===== src/rtl/irq_route_pkg.sv =====
package irq_route_pkg;

  // Word indices on the register bus (byte offset divided by four)
  localparam int W_NORM    = 0;
  localparam int W_FAST    = 1;
  localparam int W_RAW     = 2;
  localparam int W_SEL     = 3;
  localparam int W_EN_SET  = 4;
  localparam int W_EN_CLR  = 5;
  localparam int W_SW_SET  = 6;
  localparam int W_SW_CLR  = 7;
  localparam int W_PROT    = 8;
  localparam int W_ID_BASE = 'h3F8;

  // Identification byte for each of the eight words at the top of the window
  function automatic logic [7:0] id_byte(input logic [2:0] idx);
    case (idx)
      3'd0:    id_byte = 8'h90;
      3'd1:    id_byte = 8'h11;
      3'd2:    id_byte = 8'h04;
      3'd3:    id_byte = 8'h00;
      3'd4:    id_byte = 8'h0D;
      3'd5:    id_byte = 8'hF0;
      3'd6:    id_byte = 8'h05;
      default: id_byte = 8'hB1;
    endcase
  endfunction

endpackage


===== src/rtl/irq_setclr_reg.sv =====
// Register with separate OR-in and clear-where-one update ports
module irq_setclr_reg #(
  parameter int W = 32
) (
  input  logic         clk,
  input  logic         rst,
  input  logic         set_en,
  input  logic         clr_en,
  input  logic [W-1:0] bits,
  output logic [W-1:0] q
);

  logic [W-1:0] set_mask;
  logic [W-1:0] clr_mask;

  assign set_mask = set_en ? bits : '0;
  assign clr_mask = clr_en ? bits : '0;

  always_ff @(posedge clk) begin
    if (rst) q <= '0;
    else     q <= (q | set_mask) & ~clr_mask;
  end

endmodule


===== src/rtl/irq_status_merge.sv =====
// Per-source merge of hardware and software requests and split into two paths
module irq_status_merge #(
  parameter int N = 32
) (
  input  logic [N-1:0] hw,
  input  logic [N-1:0] sw,
  input  logic [N-1:0] sel,
  input  logic [N-1:0] en,
  output logic [N-1:0] raw,
  output logic [N-1:0] norm,
  output logic [N-1:0] fast,
  output logic         any_fast
);

  for (genvar g = 0; g < N; g++) begin : g_src
    assign raw[g]  = hw[g] | sw[g];
    assign norm[g] = raw[g] & en[g] & ~sel[g];
    assign fast[g] = raw[g] & sel[g];
  end

  assign any_fast = |fast;

endmodule


===== src/rtl/irq_read_mux.sv =====
// Combinational read-data selection by word address
module irq_read_mux #(
  parameter int N  = 32,
  parameter int DW = 32,
  parameter int AW = 10
) (
  input  logic [AW-1:0] addr,
  input  logic [N-1:0]  raw,
  input  logic [N-1:0]  norm,
  input  logic [N-1:0]  fast,
  input  logic [N-1:0]  sel,
  input  logic [N-1:0]  en,
  input  logic [N-1:0]  sw,
  input  logic          prot,
  output logic [DW-1:0] rdata
);
  import irq_route_pkg::*;

  always_comb begin
    rdata = '0;
    if (addr >= AW'(W_ID_BASE)) begin
      rdata = DW'(id_byte(addr[2:0]));
    end else begin
      case (addr)
        AW'(W_NORM):   rdata = DW'(norm);
        AW'(W_FAST):   rdata = DW'(fast);
        AW'(W_RAW):    rdata = DW'(raw);
        AW'(W_SEL):    rdata = DW'(sel);
        AW'(W_EN_SET): rdata = DW'(en);
        AW'(W_SW_SET): rdata = DW'(sw);
        AW'(W_PROT):   rdata = DW'(prot);
        default:       rdata = '0;
      endcase
    end
  end

endmodule


===== src/rtl/irq_route_bank.sv =====
module irq_route_bank #(
  parameter int NSRC = 32,
  parameter int DW   = 32,
  parameter int AW   = 10
) (
  input  logic            clk,
  input  logic            rst,
  input  logic [NSRC-1:0] hw_req,
  input  logic            bus_wr,
  input  logic            bus_rd,
  input  logic [AW-1:0]   bus_addr,
  input  logic [DW-1:0]   bus_wdata,
  output logic [DW-1:0]   bus_rdata,
  output logic [NSRC-1:0] norm_status,
  output logic [NSRC-1:0] fast_status,
  output logic            fast_req
);
  import irq_route_pkg::*;

  logic [NSRC-1:0] sel_q;
  logic [NSRC-1:0] en_q;
  logic [NSRC-1:0] sw_q;
  logic            prot_q;
  logic [NSRC-1:0] raw_v;
  logic [NSRC-1:0] wbits;
  logic [DW-1:0]   rd_next;

  assign wbits = bus_wdata[NSRC-1:0];

  // Plain-write configuration registers
  always_ff @(posedge clk) begin
    if (rst) begin
      sel_q  <= '0;
      prot_q <= 1'b0;
    end else if (bus_wr) begin
      if (bus_addr == AW'(W_SEL))  sel_q  <= wbits;
      if (bus_addr == AW'(W_PROT)) prot_q <= bus_wdata[0];
    end
  end

  irq_setclr_reg #(.W(NSRC)) u_en (
    .clk    (clk),
    .rst    (rst),
    .set_en (bus_wr && bus_addr == AW'(W_EN_SET)),
    .clr_en (bus_wr && bus_addr == AW'(W_EN_CLR)),
    .bits   (wbits),
    .q      (en_q)
  );

  irq_setclr_reg #(.W(NSRC)) u_sw (
    .clk    (clk),
    .rst    (rst),
    .set_en (bus_wr && bus_addr == AW'(W_SW_SET)),
    .clr_en (bus_wr && bus_addr == AW'(W_SW_CLR)),
    .bits   (wbits),
    .q      (sw_q)
  );

  irq_status_merge #(.N(NSRC)) u_merge (
    .hw       (hw_req),
    .sw       (sw_q),
    .sel      (sel_q),
    .en       (en_q),
    .raw      (raw_v),
    .norm     (norm_status),
    .fast     (fast_status),
    .any_fast (fast_req)
  );

  irq_read_mux #(.N(NSRC), .DW(DW), .AW(AW)) u_rmux (
    .addr  (bus_addr),
    .raw   (raw_v),
    .norm  (norm_status),
    .fast  (fast_status),
    .sel   (sel_q),
    .en    (en_q),
    .sw    (sw_q),
    .prot  (prot_q),
    .rdata (rd_next)
  );

  // Registered read data, held between reads
  always_ff @(posedge clk) begin
    if (rst)         bus_rdata <= '0;
    else if (bus_rd) bus_rdata <= rd_next;
  end

endmodule


===== config.mk =====
export PLATFORM = sky130hd
export DESIGN_NAME = irq_route_bank
export DESIGN_NICKNAME = d
export VERILOG_FILES = /design/src/rtl/irq_route_pkg.sv /design/src/rtl/irq_setclr_reg.sv /design/src/rtl/irq_status_merge.sv /design/src/rtl/irq_read_mux.sv /design/src/rtl/irq_route_bank.sv
export SDC_FILE = /design/constraint.sdc
export NUM_CORES = 1
export LEC_CHECK = 0
export ABC_CLOCK_PERIOD_IN_PS = 5780
export BUFFER_PORTS_ARGS = -buffer_cell sky130_fd_sc_hd__clkbuf_2
export CORE_ASPECT_RATIO = 1.75
export CORE_MARGIN = 2
export CORE_UTILIZATION = 35
export DETAILED_ROUTE_END_ITERATION = 10
export GPL_TIMING_DRIVEN = 0
export PLACE_DENSITY = 0.64
export SLEW_MARGIN = 10
export SYNTH_ARGS = -nofsm -noshare
export SYNTH_HDL_FRONTEND = slang
export SYNTH_HIERARCHICAL = 1
export SYNTH_SLANG_ARGS = --single-unit
export TNS_END_PERCENT = 100

===== constraint.sdc =====
create_clock -name clk -period 5.78 [get_ports clk]
set_clock_uncertainty 0.1 [all_clocks]
set_input_delay 0.578 -clock clk [delete_from_list [all_inputs] [get_ports clk]]
set_output_delay 0.578 -clock clk [all_outputs]
set_load 0.005 [all_outputs]

Word level (Yosys, flattened, before mapping):

Cells that the tools add are included.

* bits in registers: 129
* word-level logic and storage cells: 202

* magnitude comparators: 1
* eq/ne operators: 14
* multiplexer cells: 7
* bitwise logic cells: 166
* reductions and logical operators: 9

Operator list (count)
* $pmux W32 S7: 1
* $mux W32: 5
* $and A1 B1 Y1: 96
* $and A32 B32 Y32: 2
* $not A32 Y32: 2
* $or A32 B32 Y32: 2
* $pmux W8 S7: 1
* $eq A10 B3 Y1 const B: 4
* $not A1 Y1: 32
* $or A1 B1 Y1: 32
* $reduce_or A32 Y1: 1
* $eq A10 B2 Y1 const B: 2
* $eq A10 B1 Y1 const B: 1
* $eq A10 B4 Y1 const B: 1
* $ge A10 B10 Y1 const B: 1
* $logic_not A10 Y1: 1
* $eq A3 B3 Y1 const B: 3
* $eq A3 B2 Y1 const B: 2
* $logic_and A1 B1 Y1: 4
* $reduce_and A2 Y1: 2
* $eq A3 B1 Y1 const B: 1
* $logic_not A3 Y1: 1

Longest topological paths before layout:

* depth in word-level cells: 5
* depth in mapped cells: 9

Hierarchy:

Netlist, hierarchy kept.

Modules (own cells, without submodules)
* irq_route_bank: times used 1, cells each 261, area an instance 2678.8 um^2, sequential area each 1301.2 um^2
* irq_setclr_reg: times used 2, cells each 105, area an instance 1262.5 um^2, sequential area each 640.6 um^2
* irq_read_mux: times used 1, cells each 221, area an instance 1687.9 um^2, sequential area each 0.0 um^2
* irq_status_merge: times used 1, cells each 107, area an instance 797.0 um^2, sequential area each 0.0 um^2

Worst setup path after synthesis:

Ideal clock, no wire load.

* kind: input port to flip-flop
* start: input port bus_addr[4]
* end: register bus_rdata[10]
* setup time: 0.065 ns
* data arrival time: 2.144 ns
* data required time: 5.615 ns
* slack: 3.471 ns
* cell stages on the path: 8
* buffers on the path: 3
* path through: or4_1 > buf_2 > or3_1 > buf_6 > buf_6 > o21ai_1 > mux2i_1 > nor2_1

* cells in the longest elaborated chain, start to end: 3
* elaborated cells between the ends (all ways): 10
* those cells by class: order compare: 1; eq/ne: 6; mux: 2; reduce/logical: 1

Ends and longest elaborated chain
* from (decl): RTL line irq_route_bank.sv:11 `input logic [AW-1:0] bus_addr,`
* parallel branches: the longest is 2 deep, another holds $ge A10 B10 Y1
* $mux W32 *: RTL line irq_read_mux.sv:21 `if (addr >= AW'(W_ID_BASE)) begin`
* net rd_next[10]: RTL line irq_route_bank.sv:26 `logic [DW-1:0] rd_next;`
* to (signal assigned): RTL line irq_route_bank.sv:85 `else if (bus_rd) bus_rdata <= rd_next;`
* to (decl): RTL line irq_route_bank.sv:13 `output logic [DW-1:0] bus_rdata,`

Mark *: on every way through the listed nets, which the timed path passes.
A chain may end at the register's enable or synchronous reset.

Worst setup path after layout:

* start: register u_sw.q[4]
* end: output port fast_req

* cells in the longest elaborated chain, start to end: 3

Ends and longest elaborated chain
* from (decl): RTL line irq_setclr_reg.sv:10 `output logic [W-1:0] q`
* from (signal assigned): RTL line irq_setclr_reg.sv:21 `else q <= (q | set_mask) & ~clr_mask;`
* $or A1 B1 Y1: RTL line irq_status_merge.sv:16 `assign raw[g] = hw[g] | sw[g];`
* $and A1 B1 Y1: RTL line irq_status_merge.sv:18 `assign fast[g] = raw[g] & sel[g];`
* $reduce_or A32 Y1: RTL line irq_status_merge.sv:21 `assign any_fast = |fast;`
* to (decl): RTL line irq_route_bank.sv:16 `output logic fast_req`

Every way passes these cells.

==> impl_metrics.env <==
export IMPL_outcome="finished, final reports clean"
export IMPL_core_area_um2=21500
export IMPL_nNetsFinal=1069
export IMPL_clkTransAtPathRegs_ns=0.06
export IMPL_drtIter0Drc=400
export IMPL_path_class="register to primary output"
export IMPL_grt_max_degree=18
export IMPL_start_util=0.358
export IMPL_max_cap_violations=0
export IMPL_slew_headroom=0.283
export IMPL_ys_types=48
export IMPL_max_freq_mhz=330
export IMPL_synth_cells=799
export IMPL_num_rows=71
export IMPL_tightest_slew_ns=1.07
export IMPL_worst_ep_required_time_ns=5.10
export IMPL_ir_drop_v=0.000151
export IMPL_fp_dieH_um=200
export IMPL_synth_main_ff_cell="dfxtp_1"
export IMPL_crit_path_end_kind="primary output"
export IMPL_finalSetupViolations=0
export IMPL_placed_cell_area_um2=8920
export IMPL_yosys_top_cells_area="dfxtp_1 34%, mux2i_1 13%, a211oi_2 9.8%, nand2b_1 5.5%, a21oi_1 4.6%"
export IMPL_cts_resized_gates=0
export IMPL_cts_tree="built"
export IMPL_hp_class="input port to register"
export IMPL_p_per_area_nw_per_um2=232
export IMPL_ys_ff_latch=129
export IMPL_rsz0062_at_grt="false"
export IMPL_avgSynthCellArea_um2=9.62
export IMPL_h_tree_depth=4
export IMPL_drv_slew=0
export IMPL_die_w_um=116
export IMPL_cts_made_buffers=17
export IMPL_finalInstanceArea_um2=9540
export IMPL_drive_gt1_frac=0.333
export IMPL_cts_setup_buffers=0
export IMPL_async_flop_share=0
export IMPL_period_minus_slack_ns=3.03
export IMPL_antenna_found_initial=2
export IMPL_ys_warn_count=6
export IMPL_grt_pass1_wl_um=41700
export IMPL_cts_hold_buf=0
export IMPL_yosysMostFrequentCell="dfxtp_1"
export IMPL_post_dp_hpwl_um=20700
export IMPL_vias=7194
export IMPL_crit_path_start_kind="register"
export IMPL_crit_fanout=4
export IMPL_firstDrtPassIters=5
export IMPL_ioPinCount=175
export IMPL_io_buffers=173
export IMPL_synthTopCellsByCount="129 x dfxtp_1, 100 x mux2i_1, 70 x a21oi_1"
export IMPL_grt_pass1_vias=7309
export IMPL_cts_buffer_depth=2
export IMPL_period_share=0.525
export IMPL_synth_edff_count=0
export IMPL_hold_viol_final=0
export IMPL_routed_wl_um=27900
export IMPL_syn_area_um2=7690
export IMPL_place_ws_ns=2.56
export IMPL_yosysTopAreaCell="dfxtp_1"
export IMPL_routabilityCongestion=0.877
export IMPL_setup_slack_ns=2.75
export IMPL_postRouteAntennaNets=0
export IMPL_fin_setup_tns_ns=0
export IMPL_insertion_delay_ns=0.42
export IMPL_yosys_area_top_type_share=0.336
export IMPL_p_leak_nw=3.84
export IMPL_syn_nets=877
export IMPL_power_mw=2.21
export IMPL_fp_dieArea_um2=23200
export IMPL_drcViolationCount=0
export IMPL_wl_per_cell_um=21.5
export IMPL_grt_ovfl_total=0
export IMPL_n_fill_cell=2214
export IMPL_yosysSeqAreaShare=0.336
export IMPL_via_per_inst=5.54
export IMPL_root_buffer="clkbuf_16"
export IMPL_area_growth_pct=24.1
export IMPL_arrival_ns=2.36
export IMPL_grtUsageTotal=0.242
export IMPL_cts_sinks=129
-- cell type report --
class                      count  area (um^2)  share of cell area
multi-input combinational    605         4730               0.496
sequential                   129         2580               0.271
inverter                       4         15.0             0.00157
clock buffer                  18          439              0.0460
clock inverter                14          178              0.0186
buffer                        61          360              0.0378
tap                          292          365              0.0383
timing repair buffer         173          866              0.0907
antenna                        2         5.00            0.000525
-- cell families (layout without fill, tap and decap cells) --
family	Yosys count	after routing	synth area share
AOI/OAI and AO/OA	258	258	0.265
and+or+nand+nor	218	218	0.177
DFF	129	129	0.336
muxes	128	128	0.173
buffers and inverters	65	270	0.0488
xor gates and xnor gates	1	1	0.00114
other	0	2	0
-- metrics by stage --
step / utilization / instances / hold slack [ns]
final: 0.444 / 1298 / 0.304
after global routing: 0.444 / 1298 / 0.297
after CTS: 0.444 / 1296 / 0.295
after detailed placement: 0.415 / 1264 / 0.380
after global placement: 0.415 / 1264 / 0.369
after floorplan: - / 799 / 0.349
-- power by group --
| group | internal [mW] | total, mW | switching (mW) |
|---|---|---|---|
| clock | 0.695 | 1.14 | 0.448 |
| combinational | 0.0632 | 0.177 | 0.114 |
| sequential | 0.889 | 0.890 | 0.000291 |
| total | 1.65 | 2.21 | 0.562 |
-- routing by layer --
layer	vias up	global-route usage	wire, um
met5	-	0	0
met4	0	0.153	1540
met3	85	0.0429	1500
met2	274	0.422	14300
met1	3440	0.267	10600
li1	3395	-	-
-- flip-flops by register name, summed over array words and instances, names as in the netlist --
signal     count
sel_q         32
prot_q         1
bus_rdata     32
u_en/q        32
u_sw/q        32
-- placed cells by master, fill, tap and decap left out, drive strengths merged, types with 5 or more instances in the layout --
master    n
mux2i   100
inv       8
mux2     27
clkbuf  213
and3b    32
nand2b   68
a22o     20
a211oi   67
o221ai    5
dfxtp   129
nor2     39
or2      33
nand2    10
nor4     12
nor3      6
o21a     32
o21ai    26
a22oi    27
a21oi    70
buf      39
-- worst max-delay path: stages, from the launching register on --
cell	delay [ns]
dfxtp_1	0.34
o21a_1	0.23
nor4_1	0.72
nand4_1	0.23
or2_1	0.29
clkbuf_2	0.12
-- path summary, 6_finish.rpt --
kind                                    start           end  slack (ns)  cells past startpoint
worst min-delay path            bus_wdata[26]    u_en/q[26]        0.30                      2
worst min register to register         prot_q        prot_q        0.39                      2
worst max-delay path                u_sw/q[4]      fast_req        2.75                      5
worst max register to register      u_sw/q[2]  bus_rdata[2]        3.75                      7
No activity file was read; power rests on OpenSTA's default activity.
